<file path="src/rtl/tem_pkg.sv">
package tem_pkg;
    typedef enum logic [1:0] {
        ST_IDLE,
        ST_PRIME,
        ST_TRACK,
        ST_DONE
    } tem_state_e;

    localparam logic [1:0] CAUSE_NONE  = 2'b00;
    localparam logic [1:0] CAUSE_VOLT  = 2'b01;
    localparam logic [1:0] CAUSE_SLOPE = 2'b10;
endpackage

</file>
<file path="src/rtl/tem_peak.sv">
module tem_peak #(
    parameter int MV_W = 12
) (
    input  logic            clk,
    input  logic            rst_n,
    input  logic            clear,
    input  logic            upd,
    input  logic [MV_W-1:0] mv,
    output logic [MV_W-1:0] peak
);
    logic [MV_W-1:0] peak_q;

    always_ff @(posedge clk or negedge rst_n) begin
        if (!rst_n) begin
            peak_q <= '0;
        end else if (clear) begin
            peak_q <= '0;
        end else if (upd && (mv > peak_q)) begin
            peak_q <= mv;
        end
    end

    assign peak = peak_q;
endmodule

</file>
<file path="src/rtl/tem_slope.sv">
module tem_slope #(
    parameter int T_W   = 10,
    parameter int DEPTH = 4
) (
    input  logic           clk,
    input  logic           rst_n,
    input  logic           clear,
    input  logic           push,
    input  logic [T_W-1:0] temp_in,
    output logic           full,
    output logic [T_W-1:0] rise
);
    localparam int CNT_W = $clog2(DEPTH + 1);

    logic [T_W-1:0]   hist [DEPTH];
    logic [CNT_W-1:0] fill_q;

    generate
        for (genvar i = 0; i < DEPTH; i++) begin : g_tap
            always_ff @(posedge clk or negedge rst_n) begin
                if (!rst_n) begin
                    hist[i] <= '0;
                end else if (clear) begin
                    hist[i] <= '0;
                end else if (push) begin
                    if (i == 0) begin
                        hist[i] <= temp_in;
                    end else begin
                        hist[i] <= hist[(i == 0) ? 0 : i-1];
                    end
                end
            end
        end
    endgenerate

    always_ff @(posedge clk or negedge rst_n) begin
        if (!rst_n) begin
            fill_q <= '0;
        end else if (clear) begin
            fill_q <= '0;
        end else if (push && !full) begin
            fill_q <= fill_q + 1'b1;
        end
    end

    assign full = (fill_q == CNT_W'(DEPTH));
    assign rise = (temp_in > hist[DEPTH-1]) ? (temp_in - hist[DEPTH-1]) : '0;
endmodule

</file>
<file path="src/rtl/tem_thresh.sv">
module tem_thresh #(
    parameter int MV_W        = 12,
    parameter int T_W         = 10,
    parameter int NICD_DV     = 20,
    parameter int NIMH_DV     = 10,
    parameter int NICD_SLOPE  = 20,
    parameter int NIMH_SLOPE  = 10,
    parameter int NIMH_EARLY  = 15
) (
    input  logic            chem_nimh,
    input  logic            early,
    output logic [MV_W-1:0] dv_thr,
    output logic [T_W-1:0]  slope_thr
);
    always_comb begin
        if (chem_nimh) begin
            dv_thr    = MV_W'(NIMH_DV);
            slope_thr = early ? T_W'(NIMH_EARLY) : T_W'(NIMH_SLOPE);
        end else begin
            dv_thr    = MV_W'(NICD_DV);
            slope_thr = T_W'(NICD_SLOPE);
        end
    end
endmodule

</file>
<file path="src/rtl/tem_terminator.sv">
module tem_terminator #(
    parameter int MV_W       = 12,
    parameter int T_W        = 10,
    parameter int WIN_DEPTH  = 4,
    parameter int CHARGED_MV = 1325,
    parameter int NICD_DV    = 20,
    parameter int NIMH_DV    = 10,
    parameter int NICD_SLOPE = 20,
    parameter int NIMH_SLOPE = 10,
    parameter int NIMH_EARLY = 15
) (
    input  logic            clk,
    input  logic            rst_n,
    input  logic            fc_start,
    input  logic            smp_valid,
    input  logic [MV_W-1:0] cell_mv,
    input  logic [T_W-1:0]  temp_dt,
    input  logic            chem_nimh,
    input  logic            therm_en,
    input  logic            pause,
    input  logic            from_recharge,
    input  logic            hold_win_done,
    output logic            term_pulse,
    output logic [1:0]      term_cause,
    output logic            slope_late
);
    import tem_pkg::*;

    tem_state_e      state_q, state_d;
    logic            charged_q;
    logic            accept, in_track, released, early;
    logic            v_hit, s_hit, fire;
    logic [MV_W-1:0] peak, dv_thr;
    logic [T_W-1:0]  rise, slope_thr;
    logic            win_full;

    assign accept   = smp_valid && !pause && !fc_start &&
                      ((state_q == ST_PRIME) || (state_q == ST_TRACK));
    assign in_track = (state_q == ST_TRACK);
    assign released = charged_q || from_recharge || hold_win_done;
    assign early    = !released;

    tem_peak #(.MV_W(MV_W)) peak_i (
        .clk   (clk),
        .rst_n (rst_n),
        .clear (fc_start),
        .upd   (accept),
        .mv    (cell_mv),
        .peak  (peak)
    );

    tem_slope #(.T_W(T_W), .DEPTH(WIN_DEPTH)) slope_i (
        .clk     (clk),
        .rst_n   (rst_n),
        .clear   (fc_start),
        .push    (accept),
        .temp_in (temp_dt),
        .full    (win_full),
        .rise    (rise)
    );

    tem_thresh #(
        .MV_W(MV_W), .T_W(T_W),
        .NICD_DV(NICD_DV), .NIMH_DV(NIMH_DV),
        .NICD_SLOPE(NICD_SLOPE), .NIMH_SLOPE(NIMH_SLOPE),
        .NIMH_EARLY(NIMH_EARLY)
    ) thresh_i (
        .chem_nimh (chem_nimh),
        .early     (early),
        .dv_thr    (dv_thr),
        .slope_thr (slope_thr)
    );

    // Criteria evaluation on the accepted sample
    assign v_hit = in_track && accept && released &&
                   (({1'b0, cell_mv} + {1'b0, dv_thr}) <= {1'b0, peak});
    assign s_hit = in_track && accept && therm_en && win_full &&
                   (rise >= slope_thr);
    assign fire  = v_hit || s_hit;

    // Next-state logic: capture, fire, re-arm
    always_comb begin
        state_d = state_q;
        unique case (state_q)
            ST_IDLE:  begin end
            ST_PRIME: begin
                if (accept) state_d = ST_TRACK;
            end
            ST_TRACK: begin
                if (fire) state_d = ST_DONE;
            end
            ST_DONE:  begin end
        endcase
        if (fc_start) state_d = ST_PRIME;
    end

    // State register
    always_ff @(posedge clk or negedge rst_n) begin
        if (!rst_n) state_q <= ST_IDLE;
        else        state_q <= state_d;
    end

    // Initial-voltage qualification
    always_ff @(posedge clk or negedge rst_n) begin
        if (!rst_n) begin
            charged_q <= 1'b0;
        end else if (fc_start) begin
            charged_q <= 1'b0;
        end else if ((state_q == ST_PRIME) && accept) begin
            charged_q <= (cell_mv > MV_W'(CHARGED_MV));
        end
    end

    // Registered outputs
    always_ff @(posedge clk or negedge rst_n) begin
        if (!rst_n) begin
            term_pulse <= 1'b0;
            term_cause <= CAUSE_NONE;
            slope_late <= 1'b0;
        end else begin
            term_pulse <= fire;
            term_cause <= fire ? {s_hit, v_hit} : CAUSE_NONE;
            slope_late <= s_hit && hold_win_done;
        end
    end
endmodule

</file>
<file path="config.mk">
export PLATFORM = sky130hd
export DESIGN_NAME = tem_terminator
export DESIGN_NICKNAME = d
export VERILOG_FILES = /design/src/rtl/tem_pkg.sv /design/src/rtl/tem_peak.sv /design/src/rtl/tem_slope.sv /design/src/rtl/tem_thresh.sv /design/src/rtl/tem_terminator.sv
export SDC_FILE = /design/constraint.sdc
export NUM_CORES = 1
export LEC_CHECK = 0
export BUFFER_PORTS_ARGS = -buffer_cell sky130_fd_sc_hd__buf_2
export CAP_MARGIN = 30
export CORE_ASPECT_RATIO = 0.6
export CORE_UTILIZATION = 52
export CTS_CLUSTER_SIZE = 28
export DETAILED_ROUTE_END_ITERATION = 12
export PLACE_DENSITY = 0.71
export SLEW_MARGIN = 20
export SYNTH_ARGS = -nofsm -noshare
export SYNTH_HDL_FRONTEND = slang
export SYNTH_SLANG_ARGS = --single-unit
export TNS_END_PERCENT = 5
</file>
<file path="constraint.sdc">
create_clock -name clk -period 4.1 [get_ports clk]
set_input_delay 0.615 -clock clk [delete_from_list [all_inputs] [get_ports clk]]
set_output_delay 0.615 -clock clk [all_outputs]
set_load 0.01 [all_outputs]
</file>
# ---- Yosys cells after proc, flatten, opt, wreduce, memory -nomap -nowiden
# Index checks and enable logic that the tools add are counted.
dict set report op_classes {
  add_sub_neg 3
  n_lt_le_gt_ge 5
  n_eq_ne 5
  muxes 23
  reduce_logical 26
}
# operator count
set ops {}
lappend ops {{$mux 10} 10}
lappend ops {{$mux 12} 2}
lappend ops {{$add 12x12->13} 1}
lappend ops {{$le 13x12->1} 1}
lappend ops {{$logic_and 1x1->1} 13}
lappend ops {{$gt 12x11->1 const B} 1}
lappend ops {{$gt 12x12->1} 1}
lappend ops {{$ge 10x10->1} 1}
lappend ops {{$gt 10x10->1} 1}
lappend ops {{$sub 10x10->10} 1}
lappend ops {{$mux 3} 3}
lappend ops {{$mux 2} 4}
lappend ops {{$reduce_bool 2->1} 4}
lappend ops {{$mux 5} 1}
lappend ops {{$logic_or 1x1->1} 4}
lappend ops {{$pmux 2 s2} 1}
lappend ops {{$add 3x1->3 const B} 1}
lappend ops {{$eq 3x3->1 const B} 1}
lappend ops {{$logic_not 1->1} 3}
lappend ops {{$ne 3x2->1 const B} 1}
lappend ops {{$ne 3x3->1 const B} 1}
lappend ops {{$reduce_and 3->1} 1}
lappend ops {{$reduce_bool 3->1} 1}
lappend ops {{$eq 2x1->1 const B} 1}
lappend ops {{2 further kinds} 3}
dict set report totals {
  regBits 62
  in_bits 31
}

# ---- Logic depth before layout (Yosys ltp)
dict set report depth {
  ltp_word 12
  depth_mapped 17
}

# ---- By module
# From an unflattened synthesis, not the netlist that was laid out.
dict set report unflattened {
  hier_cells 537
  hier_area_um2 5007.3
}
# module instances cells_per_inst area_each_um2 seq_area_each_um2
set by_module_without_submodules {}
lappend by_module_without_submodules {tem_slope 1 226 2341.0 1076.0}
lappend by_module_without_submodules {tem_terminator 1 184 1438.9 175.2}
lappend by_module_without_submodules {tem_peak 1 104 1064.8 300.3}
lappend by_module_without_submodules {tem_thresh 1 23 162.7 0.0}

# ---- Worst setup path before layout
# Ideal clock, no wire load.
dict set report synth_timing {
  kind {input port to flip-flop}
  from {in temp_dt[0]}
  to {reg state_q[1]}
  t_arrival_ns 3.836
  t_required_ns 3.958
  path_slack_ns 0.122
  cell_stages 17
  cell_sequence {inv_1 -> ha_1 -> inv_1 -> fa_1 -> a211oi_2 -> o211ai_2 -> and3_4 -> o31ai_2 -> or2_2 -> ha_1 -> nand2b_1 -> nand3_1 -> a21oi_1 -> a211oi_1 -> nand3_1 -> o31ai_2 -> a211oi_2}
}
dict set report synth_via {
  elab_chain_len 7
  word_cells_on_any_way 8
  cone_classes {add/sub: 1; order compare: 2; eq/ne: 1; mux: 1; reduce/logical: 3}
}
# item line
set synth_rtl {}
lappend synth_rtl {{start, declared} tem_terminator.sv:17} ;# input logic [T_W-1:0] temp_dt,
lappend synth_rtl {{$sub 10x10->10 or $gt 10x10->1 (tied branches)} tem_slope.sv:47} ;# assign rise = (temp_in > hist[DEPTH-1]) ? (temp_in - hist[DEPTH-1]) : '0;
lappend synth_rtl {{$mux 10 (*)} tem_slope.sv:47}
lappend synth_rtl {{$ge 10x10->1 (*)} tem_terminator.sv:78} ;# (rise >= slope_thr);
lappend synth_rtl {{$logic_and 1x1->1 (*)} tem_terminator.sv:77} ;# assign s_hit = in_track && accept && therm_en && win_full &&
lappend synth_rtl {{$logic_or 1x1->1 (*)} tem_terminator.sv:79} ;# assign fire = v_hit || s_hit;
lappend synth_rtl {{$ne 3x2->1 (no source line) (*)} --}
lappend synth_rtl {{$reduce_and 3->1 (no source line) (*)} --}
lappend synth_rtl {{end signal, assigned} tem_terminator.sv:100} ;# else state_q <= state_d;
lappend synth_rtl {{end, declared} tem_terminator.sv:29} ;# tem_state_e state_q, state_d;
# Mark *: on every way between the ends. The rest lies on a longest branch, timed or not.
# A chain may end at the register's enable or synchronous reset.

# ---- Final worst setup path
# Ends and elaborated chain as after synthesis.

==> flow_summary.yaml <==
run_status:
  status: "finished clean"
worst_setup_path:
  path_delay_family: "compound AO/OA/AOI/OAI gates"
  path_cells: "buf_2 > inv_1 > ha_1 > inv_1 > fa_1 > a211oi_2 > o211ai_2 > and3_4 > o31ai_2 > or2_2 > ha_1 > nand2b_1 > nand3_1 > a21oi_1 > a211oi_1 > nand3_1 > o31ai_2 > a211oi_2"
  r2r-end: "state_q[1]"
  worstPathArrival_ns: 3.99
  cp.depth: 18
  startpoint_type: "input pin"
  r2r_start: "slope_i.hist[0]"
  cp-end-kind: "flop"
  cp_slowest_stage_delay_ns: 0.49
  reg2reg_slack_ns: 0.38
  required_ns: 4.29
  cp_max_fo: 5
  cp_slowest_cell: "o31ai_2"
  crit_buf_inv: 3
  worst-r2r-cell-count: 16
  path_class: "in2reg"
logic_synthesis:
  yosys_warnings: 0
  async_flop_share_pct: 100
  synth_ff_type: "dfrtp_1"
  synth_cells: 458
  netlist_area_sq_mm: 0.00407
  ys_seq_area_share_pct: 38.1
  synth_edf_count: 0
  ys_types: 56
  ys_ff_latch: 62
  synth_area_per_cell_sq_um: 8.88
  synth.net_count: 537
clocking:
  clock_latency_ns: 0.33
  cts_tree: "done"
  numCtsBuffers: 9
  cts_buffer_depth: 2
  postCtsSetupRepairBufs: 0
  cts_max_level: 3
  cts-root-buf: "clkbuf_16"
  cts.sinks: 62
  clkTransAtPathRegs_ns: 0.05
  ctsHoldBuffers: 0
  cts_resized: 0
placement:
  dp_slack_ns: -0.0230
  port_buffers: 34
  dp.cells: 587
  gp_congestion: 0.936
  post-dp-hpwl_microns: 7230
worst_hold_path:
  hp-class: "in2async"
finish:
  nets: 573
  layout.cells.non_filler: 603
  multi_input_area_sq_mm: 0.00233
  area_delta_synth_final_pct: 15.8
  layout-drive-gt1-share_pct: 14.8
  nFillCells: 654
  diodes: 0
  regArea_sq_mm: 0.00155
floorplan:
  io_pins: 35
  die_area_sq_mm: 0.00819
  die_x_microns: 116
  fp-row-count: 24
  core-area_sq_mm: 0.00742
  chipHeight_microns: 70.5
  start_util_pct: 54.8
sta:
  fin_setup_tns_ns: 0
  relSlewSlack_pct: 39.8
  max_freq_ghz: 0.264
  post-route-min-period_ns: 3.79
  fin_crit_sh_pct: 92.5
  skew_ns: 0.00423
  rsz0062_at_grt: "no"
  worst_pin_slew_ns: 0.896
  fin_ws_ns: 0.307
  maxSlewViolCount: 0
  hold_viol: 0
  setup_viol: 0
global_routing:
  grt_pass1_wl_microns: 16200
  grt_pass1_vias: 3295
  grt_overflow: 0
  grt_use_total_pct: 26.6
  antenna_found_initial: 0
  grt_max_degree: 45
route:
  drc: 0
  avgRoutedWirePerCell_microns: 16.1
  routed_wl_microns: 9710
  num_vias: 3374
  antenna_left: 0
  first_pass_iters: 6
  drt-initial-drc-count: 295
  drt-vias-per-instance: 5.60
pwr:
  p_leak_nw: 2.14
  ir_worst_vdd_v: 0.000240
  p_per_area_mw_per_mm2: 423
run:
  maxCapViolCount: 0
## sequential cells by signal, indices dropped and copies added, names as in the netlist
| signal | count |
|---|---|
| charged_q | 1 |
| slope_late | 1 |
| term_cause | 2 |
| slope_i.hist | 40 |
| slope_i.fill_q | 3 |
| state_q | 2 |
| term_pulse | 1 |
| peak_i.peak | 12 |
## how the worst max path moves through the flow
stage / from / end / slack, ns
final: temp_dt[0] / state_q[1] / 0.31
after CTS: temp_dt[0] / state_q[1] / 0.34
after global routing: temp_dt[0] / state_q[1] / 0.02
after global placement: temp_dt[0] / state_q[1] / 0.18
after floorplan: temp_dt[0] / state_q[1] / 0.12
after detailed placement: temp_dt[0] / state_q[0] / -0.02
## routing by layer
| metal | track usage (%) | wire length [microns] | vias to the layer above |
|---|---|---|---|
| met5 | 0 | 0 | - |
| met1 | 38.3 | 4780 | 1605 |
| met2 | 38.8 | 4150 | 110 |
| li1 | - | - | 1642 |
| met3 | 7.73 | 662 | 17 |
| met4 | 7.41 | 112 | 0 |
## per-stage QoR
| step | total power [mW] | utilization (%) | area, sq um | hold WS [ns] |
|---|---|---|---|---|
| CTS | 2.00 | 63.5 | 4710 | 0.417 |
| global route | 2.09 | 63.5 | 4710 | 0.450 |
| finish | 1.99 | 63.5 | 4710 | 0.385 |
| global placement | 1.09 | 58.8 | 4360 | 0.503 |
| detailed placement | 1.11 | 58.8 | 4360 | 0.510 |
| floorplan | 0.970 | - | 4070 | 0.319 |
## cells in the final DEF (no fill, tap or decap), drive strengths merged, types with 3 or more instances in the layout
cell type,count
ha,46
bufinv,3
nor2,28
nand2b,8
nor2b,5
clkbuf,10
clkinv,3
o31ai,3
nand4,8
o211ai,3
nand3,6
xor2,4
o21ai,8
mux2,10
xnor2,12
a21o,8
nand2,90
a31oi,3
buf,41
a21oi,62
dfrtp,62
nor3,5
inv,35
a211oi,4
and3,5
## Yosys cell counts, drive strengths merged, types with 10 or more instances
master  instances  share of area [%]
a21oi          62                8.0
clkbuf         14                1.3
dfrtp          62                 38
ha             46                 14
inv            35                3.2
mux2           10                2.8
nand2          90                8.3
nor2           28                2.6
xnor2          12                2.6
## cell type report
class / count / area share (%)
inverters: 35 / 2.79
clock inverters: 6 / 2.31
flip-flops and latches: 62 / 32.9
clock buffers: 10 / 5.07
multi-input cells: 345 / 49.4
repair buffers: 41 / 4.73
well taps: 104 / 2.76
## power breakdown
part	internal [mW]	total (mW)	switching (mW)
logic	0.163	0.434	0.271
clock network	0.608	0.885	0.276
registers	0.648	0.672	0.0239
## kinds of logic after synthesis
logic type	count (synthesis)	synth area share [%]
muxes	12	3.26
adders and majority gates	48	15.1
buffers and inverters	51	4.83
DFF	62	38.1
xor gates and xnor gates	16	3.44
AOI/OAI and AO/OA	102	16.1
and+or+nand+nor	167	19.1
(Power assumes the default switching activity.)
